File: config.mk
export PLATFORM = sky130hd
export DESIGN_NAME = mw_code_loader
export DESIGN_NICKNAME = d
export VERILOG_FILES = /design/src/rtl/mw_code_loader.sv
export SDC_FILE = /design/constraint.sdc
export NUM_CORES = 1
export LEC_CHECK = 0
export ABC_AREA = 1
export BUFFER_PORTS_ARGS = -buffer_cell sky130_fd_sc_hd__clkbuf_2
export CORE_ASPECT_RATIO = 0.5
export CORE_MARGIN = 4
export CORE_UTILIZATION = 31
export DETAILED_ROUTE_END_ITERATION = 10
export GPL_ROUTABILITY_DRIVEN = 0
export GPL_TIMING_DRIVEN = 0
export PLACE_DENSITY = 0.58
export SYNTH_ARGS = -nofsm -noshare
export SYNTH_HDL_FRONTEND = slang
export SYNTH_SLANG_ARGS = --single-unit
File: constraint.sdc
create_clock -name clk -period 2.03 [get_ports clk]
set_input_delay 0.1015 -clock clk [delete_from_list [all_inputs] [get_ports clk]]
set_output_delay 0.1015 -clock clk [all_outputs]
set_load 0.005 [all_outputs]
File: src/rtl/mw_code_loader.sv
module mw_code_loader #(
  parameter int AW = 12,
  parameter int CW = 5,
  parameter int RW = 256
) (
  input  logic          clk,
  input  logic          rst_n,
  input  logic          start_i,
  input  logic          single_i,
  input  logic [AW-1:0] addr_i,
  input  logic [CW-1:0] count_i,
  input  logic [AW:0]   prog_len_i,
  output logic          mem_rd_o,
  output logic [AW-1:0] mem_addr_o,
  input  logic [15:0]   mem_data_i,
  output logic [RW-1:0] result_o,
  output logic          done_o,
  output logic          err_o
);
  localparam int MAXW = RW / 16;
  localparam int EW = ((AW > CW) ? AW : CW) + 2;

  logic          busy, rd_q;
  logic [CW-1:0] issue_left, recv_left;
  logic [RW-1:0] acc;

  logic [CW-1:0] eff_cnt;
  logic [EW-1:0] cnt_x, end_x;
  logic          too_big, out_rng, bad, accept;

  assign eff_cnt = single_i ? CW'(1) : count_i;
  assign cnt_x   = EW'(eff_cnt);
  assign end_x   = EW'(addr_i) + cnt_x;
  assign too_big = cnt_x > EW'(MAXW);
  assign out_rng = (eff_cnt != '0) && (end_x > EW'(prog_len_i));
  assign bad     = too_big || out_rng;
  assign accept  = start_i && !busy;

  logic [RW-1:0] acc_next;
  assign acc_next = {acc[RW-17:0], mem_data_i};

  always_ff @(posedge clk or negedge rst_n) begin
    if (!rst_n) begin
      busy       <= 1'b0;
      rd_q       <= 1'b0;
      mem_rd_o   <= 1'b0;
      mem_addr_o <= '0;
      issue_left <= '0;
      recv_left  <= '0;
      acc        <= '0;
      result_o   <= '0;
      done_o     <= 1'b0;
      err_o      <= 1'b0;
    end else begin
      done_o <= 1'b0;
      err_o  <= 1'b0;
      rd_q   <= mem_rd_o;
      if (accept) begin
        if (bad) begin
          done_o <= 1'b1;
          err_o  <= 1'b1;
        end else if (eff_cnt == '0) begin
          done_o   <= 1'b1;
          result_o <= '0;
        end else begin
          busy       <= 1'b1;
          mem_rd_o   <= 1'b1;
          mem_addr_o <= addr_i;
          issue_left <= eff_cnt - CW'(1);
          recv_left  <= eff_cnt;
          acc        <= '0;
        end
      end else if (busy) begin
        if (mem_rd_o) begin
          if (issue_left != '0) begin
            mem_addr_o <= mem_addr_o + AW'(1);
            issue_left <= issue_left - CW'(1);
          end else begin
            mem_rd_o <= 1'b0;
          end
        end
        if (rd_q) begin
          acc       <= acc_next;
          recv_left <= recv_left - CW'(1);
          if (recv_left == CW'(1)) begin
            result_o <= acc_next;
            done_o   <= 1'b1;
            busy     <= 1'b0;
          end
        end
      end
    end
  end
endmodule

* Yosys cells after proc, flatten, opt, wreduce, memory -nomap -nowiden *
Index checks and enable logic that the tools add are counted.

cells by class
  $add $sub $neg = 5
  eq/ne operators = 4
  reductions and logical operators = 17
  $lt $le $gt $ge = 2
  muxes and demuxes = 47

operators by type and width
  operator                                                count
  2-to-1 mux 256 bit                                      6
  2-to-1 mux 240 bit                                      5
  2-to-1 mux 12 bit                                       6
  2-to-1 mux 5 bit                                        12
  2-to-1 mux 1 bit                                        18
  subtractor 5 x 1 -> 5 bit (second input constant)       3
  adder 12 x 5 -> 13 bit                                  1
  greater-than comparator 13 bit                          1
  adder 12 x 1 -> 12 bit (second input constant)          1
  AND reduction 5 bit                                     2
  nonzero test 2 bit                                      5
  nonzero test 5 bit                                      2
  == test 5 x 1 -> 1 bit (second input constant)          1
  greater-than comparator 5 bit (second input constant)   1
  logical NOT 5 bit                                       1
  inequality test 2 bit (second input constant)           2
  AND reduction 4 bit                                     1
  AND reduction 3 bit                                     1
  logical AND 1 bit                                       2
  inequality test 2 x 1 -> 1 bit (second input constant)  1
  AND reduction 2 bit                                     1
  logical NOT 1 bit                                       1
  logical OR 1 bit                                        1

storage, ports and cells
  bits in registers = 523
  output and inout bits = 271

* Depth between registers and ports, before layout *
Gate-level depths: netlist of run 1.

  depth in word-level cells = 7
  gate-level depth with buffers = 30

* Least setup slack after synthesis of run 1 *
No wires, ideal clock.

  kind = input to register
  start point = input single_i
  end point = register acc[183]
  arrival time = 3020 ps
  stages on the path = 29
  library setup time = 117 ps
  path slack = -1107 ps
  buffers on the path = 3
  data required time = 1913 ps
  cell sequence = nor2_2 > inv_2 > ha_1 > inv_1 > fa_1 > nand3b_1 > nand2_1 > a21oi_1 > nor2_1 > nand2_1 > nor2_1 > nand2_1 > nand2_1 > inv_1 > ha_1 > nand2_1 > nor2_1 > nand2_1 > nor2_1 > nor2_1 > nand2_1 > nand2_1 > nand2_1 > nand3_1 > buf_6 > buf_6 > buf_4 > nand2_1 > nand2_1

between the ends
  cells in the longest elaborated chain, start to end = 7
  elaborated cells on any way between the ends = 11

ends and longest elaborated chain
  element                            RTL line  RTL
  start, declared                    9         input logic single_i,
  2-to-1 mux 5 bit (*)               31        assign eff_cnt = single_i ? CW'(1) : count_i;
  adder 12 x 5 -> 13 bit             33        assign end_x = EW'(addr_i) + cnt_x;
  greater-than comparator 13 bit     35        assign out_rng = (eff_cnt != '0) && (end_x > EW'(prog_len_i));
  logical AND 1 bit                  35
  logical OR 1 bit                   36        assign bad = too_big || out_rng;
  inequality test 2 bit (no line)    n/a
  AND reduction 4 bit (no line) (*)  n/a
  end signal, assigned               83        acc <= acc_next;
  end, declared                      25        logic [RW-1:0] acc;

Every way passes the cells marked *; elsewhere a longest branch is shown, timed or not.
A chain may end at the register's enable or synchronous reset.

* Worst setup path after layout of run 1 *
  start point = input single_i
  end point = register acc[209]

The elaborated chain is that of the path after synthesis.

==> impl_metrics.env, run 1 <==
export IMPL_status="finished, violations left"
export IMPL_violations="negative setup slack"
export IMPL_critical_path_slowest_cell="fa_2"
export IMPL_multi_input_area_um2=8930
export IMPL_ir_worst_vdd_mv=0.633
export IMPL_reg2reg_depth=8
export IMPL_grt_usage_pct=18.3
export IMPL_syn_inst=2760
export IMPL_skew_ns=0.0302
export IMPL_overflow=0
export IMPL_crit_top_cell="nand2_2"
export IMPL_cp_endpoint="acc[209]"
export IMPL_rows=70
export IMPL_clk_latency_ns=0.61
export IMPL_num_antenna_cells=0
export IMPL_dp_hpwl_um=52900
export IMPL_crit_type="input port to register"
export IMPL_cts_tree="done"
export IMPL_start_util_pct=31.6
export IMPL_regArea_um2=13100
export IMPL_cts_root_buf="clkbuf_16"
export IMPL_reg2reg_from="busy"
export IMPL_cts_made_buffers=51
export IMPL_r2r_end="acc[225]"
export IMPL_vias_per_cell=4.71
export IMPL_postRouteAntennaNets=0
export IMPL_setup_viol=286
export IMPL_max_slew_worst_pin_slew_ns=0.917
export IMPL_grt_max_degree=109
export IMPL_ys_seq_area_share_pct=56.2
export IMPL_max_stage_delay_ns=0.35
export IMPL_io_pins=321
export IMPL_syn_area_per_cell_um2=8.44
export IMPL_drc=0
export IMPL_num_fill_cells=7393
export IMPL_die_h_um=202
export IMPL_p_leak_nw=15.8
export IMPL_setup_ws_ns=-1.16
export IMPL_ctsHtreeMaxLevel=2
export IMPL_grt_pass1_wl_um=116000
export IMPL_dp_cells=4093
export IMPL_firstDrtPassIters=7
export IMPL_pre_cts_ws_ns=-1.99
export IMPL_finalHoldViolCount=0
export IMPL_crit_required_ns=2.58
export IMPL_cp_max_fo=8
export IMPL_top_layer="met4"
export IMPL_final_nets=3307
export IMPL_startpoint_type="input port"
export IMPL_syn_to_final_growth_pct=34.5
export IMPL_yosysWarnings=0
export IMPL_clk_pin_slew_worst_paths_ns=0.07
export IMPL_wl_um=76500
export IMPL_dieArea_um2=79900
export IMPL_powerDensity_nw_per_um2=1540
export IMPL_ys_ff_latch=523
export IMPL_cts_max_path_buffers=3
export IMPL_wl_met1_um=33200
export IMPL_r2r_slack_ns=-0.57
export IMPL_max_freq_ghz=0.314
export IMPL_maxSlewHeadroom_pct=38.9
export IMPL_die_w_um=396
export IMPL_final_cells=4281
export IMPL_syn_area_um2=23300
export IMPL_rsz0062_at_grt="yes"
export IMPL_grt_pass1_vias=20400
export IMPL_cts_sinks=523
export IMPL_dr_wl_met2_um=37500
export IMPL_post_route_period_util_pct=157
export IMPL_drt_iter0_drc=1445
export IMPL_max_cap_violations=0
export IMPL_final_min_clock_period_ns=3.19
export IMPL_drt_wirelength_per_cell_um=17.9
export IMPL_layout_drive_gt1_share_pct=28.4
export IMPL_wl_met3_um=3340
export IMPL_antenna_found_initial=1
export IMPL_cp_arrival_ns=3.74
export IMPL_core_area_um2=73700
export IMPL_vias=20200
export IMPL_min_delay_path_class="input port to asynchronous set/reset pin"
export IMPL_io_buffers=320
export IMPL_critPathLaunch="single_i"
export IMPL_drv_slew=0
export IMPL_end_kind="register"
export IMPL_yosysUniqueCellTypes=35
export IMPL_syn_nets=2833
synthesized netlist by cell type, drive strengths merged:
library cell  instances  area [µm²]
o21ai               275        1380
a31oi                 1        6.26
o31ai                 1        7.51
o22ai                 1        6.26
nand3b                1        7.51
o21bai               18         135
a21o                  1        7.51
ha                   22         275
inv                 431        1620
nand4               142         888
xor2                  9        78.8
dfrtp               523       13100
a21oi                14        81.3
nor3                  7        35.0
xnor2                 9        78.8
nor2                130         500
buf                  91         631
fa                    1        20.0
o311ai                1        8.76
o211a                 1        10.0
nand3               291        1460
clkbuf              101         382
nand2               688        2580
o21a                  1        7.51
metal layers:
layer  GRT usage [%]  vias up
met1            23.7     9869
met3            3.21      139
met5               0        -
met4            6.37        0
li1                -     9708
met2            31.0      451
where the power goes:
part | internal [mW] | switching, mW
Combinational | 9.13 | 12.1
Sequential | 14.2 | 2.93
Clock | 5.61 | 4.38
cell families (layout without fill, tap and decap cells):
| family | count (synthesis) | count (layout) | synth area share, % |
|---|---|---|---|
| AO/OA/AOI/OAI | 314 | 314 | 7.07 |
| adder cells (fa/ha/maj) | 23 | 23 | 1.27 |
| AND/OR/NAND/NOR | 1259 | 1259 | 23.5 |
| flip-flops | 523 | 523 | 56.2 |
| XOR/XNOR | 18 | 18 | 0.677 |
| buffers and inverters | 623 | 1136 | 11.3 |
sequential cells by signal (all words and copies together), names as in the netlist, 5 cells and up:
register,flops
acc,240
mem_addr_o,12
recv_left,5
issue_left,5
result_o,256
worst min-delay path by stage:
| stage | end | cells past startpoint | start | slack, ns |
|---|---|---|---|---|
| 6_report | result_o[204] | 3 | rst_n | 0.05 |
| 5_1_grt | result_o[204] | 3 | rst_n | 0.05 |
| 4_1_cts | result_o[204] | 3 | rst_n | 0.009 |
| 3_5_place_dp | result_o[204] | 1 | rst_n | 0.03 |
| 3_3_place_gp | result_o[12] | 3 | mem_data_i[12] | 0.38 |
| 2_1_floorplan | acc[0] | 0 | rst_n | -0.19 |
placed cells by master (no fill, tap or decap), types with 6 or more instances in the layout:
master,count
o21ai_0,270
buf_2,22
nand3_1,218
buf_8,28
o21bai_1,18
clkbuf_1,71
nor3_1,7
inv_2,8
clkbuf_16,75
clkbuf_2,340
nand4_1,142
a21oi_1,8
buf_12,17
buf_16,14
nand3_2,67
nand2_4,51
nor2_2,7
buf_4,42
nand2_1,469
xnor2_1,9
nand2_2,168
nor2_4,7
buf_6,14
clkbuf_4,13
dlygate4sd3_1,32
ha_1,17
clkinv_2,9
dfrtp_1,522
inv_1,422
nand3_4,6
clkbuf_8,12
nor2_1,116
xor2_1,9
layout make-up:
class / instances / area share [%]
flip-flops and latches: 523 / 41.8
multi-input cells: 1614 / 28.5
repair buffers: 427 / 10.6
inverters: 431 / 5.17
clock buffers: 69 / 4.68
plain buffers: 186 / 4.35
well taps: 1008 / 4.03
clock inverters: 23 / 0.843
critical path: cells and delay by family:
family	cells	cell delay (ns)
and+or+nand+nor	17	1.74
adders and majority gates	3	0.77
buffers and inverters	8	0.86
AOI/OAI and AO/OA	2	0.24
through the flow:
stage | utilization, % | setup TNS [ns] | hold slack [ns] | power [mW] | cell area [µm²]
after global placement | 35.9 | -6487.95 | 0.379 | 32.3 | 26500
after global routing | 42.5 | -314.02 | 0.0548 | 51.6 | 31300
after CTS | 40.3 | -348.93 | 0.00890 | 45.2 | 29700
after floorplan | - | -265.34 | -0.194 | 25.9 | 23600
after detailed placement | 36.1 | -609.78 | 0.0255 | 32.7 | 26600
final | 42.5 | -292.29 | 0.0511 | 48.3 | 31300
what timing repair did:
action / 4_1_cts / 5_1_grt
hold buffers: 33 / 0
gates cloned: 13 / 22
hold endpoints to repair: 280 / 0
resized for setup: 142 / 410
setup endpoints to repair: 522 / 522
setup buffers: 24 / 13
pin swaps: 31 / 35
Power figures use the tool's default switching activity.
==> run 2, diff against run 1 <==
- clock period: 2.03 -> 3.34 ns (I/O delays scaled with it)
==> run 2 against run 1 <==
Net effect: the run now ends clean; power shrank 47%; cell count is 1.4% lower; sequential cell count is the same; sequential share of layout area rose by 4.1 points; setup slack improved by 1.3 ns; routed wire length fell by 7.9%; critical endpoint is now acc[54]; sequential power decreased by 40%; non-clock buffer count shrank 59; register-to-register slack gained 1.3 ns; critical path depth unchanged; clock skew shrank 0.0081 ns; design area down 9.0%; largest cell class unchanged; critical path type unchanged.
==> impl_metrics.env, run 2 (synthesis gave the netlist of run 1 again) <==
export IMPL_grt_max_degree=110
export IMPL_min_delay_path_class="input port to register"
export IMPL_top_regs="result_o x256, acc x240, mem_addr_o x12"
export IMPL_io_buffers=320
export IMPL_power_mw=25.6
export IMPL_fin_area_um2=28500
export IMPL_regMostFlops="result_o"
export IMPL_grt_usage_pct=17.4
export IMPL_firstDrtPassIters=6
export IMPL_crit_required_ns=3.82
export IMPL_die_w_um=396
export IMPL_maxSlewHeadroom_pct=48.0
export IMPL_die_h_um=202
export IMPL_syn_to_final_growth_pct=22.4
export IMPL_wl_um=70500
export IMPL_drv_slew=0
export IMPL_grt_pass1_vias=19700
export IMPL_core_area_um2=73700
export IMPL_powerDensity_nw_per_um2=897
export IMPL_cp_max_fo=10
export IMPL_cts_made_buffers=51
export IMPL_end_kind="register"
export IMPL_setup_ws_ns=0.186
export IMPL_drc=0
export IMPL_drt_iter0_drc=1354
export IMPL_ctsHtreeMaxLevel=2
export IMPL_setup_viol=0
export IMPL_rows=70
export IMPL_vias=19400
export IMPL_hold_ws_ns=0.0729
export IMPL_clk_latency_ns=0.60
export IMPL_dieArea_um2=79900
export IMPL_pre_cts_ws_ns=-0.798
export IMPL_cts_root_buf="clkbuf_16"
export IMPL_critical_path_slowest_cell="fa_2"
export IMPL_cp_arrival_ns=3.63
export IMPL_final_nets=3248
export IMPL_final_cells=4219
export IMPL_start_util_pct=31.6
export IMPL_startpoint_type="input port"
export IMPL_io_pins=321
export IMPL_skew_ns=0.0221
export IMPL_overflow=0
export IMPL_crit_top_cell="nand2_1"
export IMPL_vias_per_cell=4.61
export IMPL_setup_tns_final_ns=0
export IMPL_max_freq_ghz=0.317
export IMPL_p_leak_nw=14.6
export IMPL_finalHoldViolCount=0
export IMPL_max_cap_violations=0
export IMPL_dp_hpwl_um=52200
export IMPL_max_stage_delay_ns=0.36
export IMPL_drt_wirelength_per_cell_um=16.7
export IMPL_cts_max_path_buffers=3
export IMPL_dp_cells=4093
export IMPL_max_slew_worst_pin_slew_ns=0.780
export IMPL_final_cell_mix="nand2_1, dfrtp_1, inv_1, clkbuf_2, nand3_1"
export IMPL_num_fill_cells=7630
export IMPL_clk_pin_slew_worst_paths_ns=0.06
export IMPL_cts_tree="done"
export IMPL_final_common_cell="nand2_1"
export IMPL_status="finished, final reports clean"
export IMPL_postRouteAntennaNets=0
export IMPL_final_min_clock_period_ns=3.15
export IMPL_antenna_found_initial=0
export IMPL_num_antenna_cells=0
export IMPL_utilization_pct=38.7
export IMPL_post_route_period_util_pct=94.4
export IMPL_layout_drive_gt1_share_pct=16.4
export IMPL_ir_worst_vdd_mv=0.327
export IMPL_cts_sinks=523
export IMPL_crit_type="input port to register"
export IMPL_largest_reg_flops=256
export IMPL_grt_pass1_wl_um=111000
export IMPL_dpl_cell_area_um2=26300
## run 2: metal layers
| metal | vias to the layer above | part of all wire, % | global-route usage (%) |
|---|---|---|---|
| met5 | - | 0 | 0 |
| met4 | 0 | 3.1 | 6.01 |
| met3 | 130 | 4.0 | 2.81 |
| met2 | 368 | 49 | 30.1 |
| met1 | 9368 | 44 | 22.1 |
| li1 | 9564 | - | - |
## run 2: final cells by class
class	instances	area [µm²]	share of cell area, %
well taps	1008	1260	4.42
clock buffers	68	1410	4.95
clock inverters	21	282	0.988
plain buffers	192	1060	3.72
multi-input cells	1614	7650	26.8
inverters	431	1620	5.68
repair buffers	362	2140	7.51
flip-flops and latches	523	13100	45.9
## run 2: worst paths after layout
kind | start | slack [ns] | depth (start not counted) | end
worst max-delay path | single_i | 0.19 | 30 | acc[54]
worst min-delay path | addr_i[7] | 0.07 | 5 | mem_addr_o[7]
worst max register to register | busy | 0.69 | 8 | result_o[52]
worst min register to register | acc[176] | 0.47 | 2 | acc[176]
max in group asynchronous | rst_n | 1.02 | 6 | result_o[39]
min in group asynchronous | rst_n | 0.58 | 3 | result_o[193]
## run 2: what timing repair did
action,CTS,global route
gates cloned,0,0
buffers inserted,3,4
hold buffers,30,0
pin swaps,1,10
setup endpoints to repair,167,264
endpoints found under the hold margin,259,0
resized for setup,5,34
## run 2: power by group
group,switching (mW),internal [mW]
Clock,2.55,3.43
Combinational,5.95,3.44
Sequential,1.59,8.62
Total,10.1,15.5
## run 2: critical path: cells and delay by family
kind	cells	cell delay, ns
compound gates	1	0.08
fa+ha+maj	3	0.79
simple gates	19	1.82
buf+inv	7	0.77
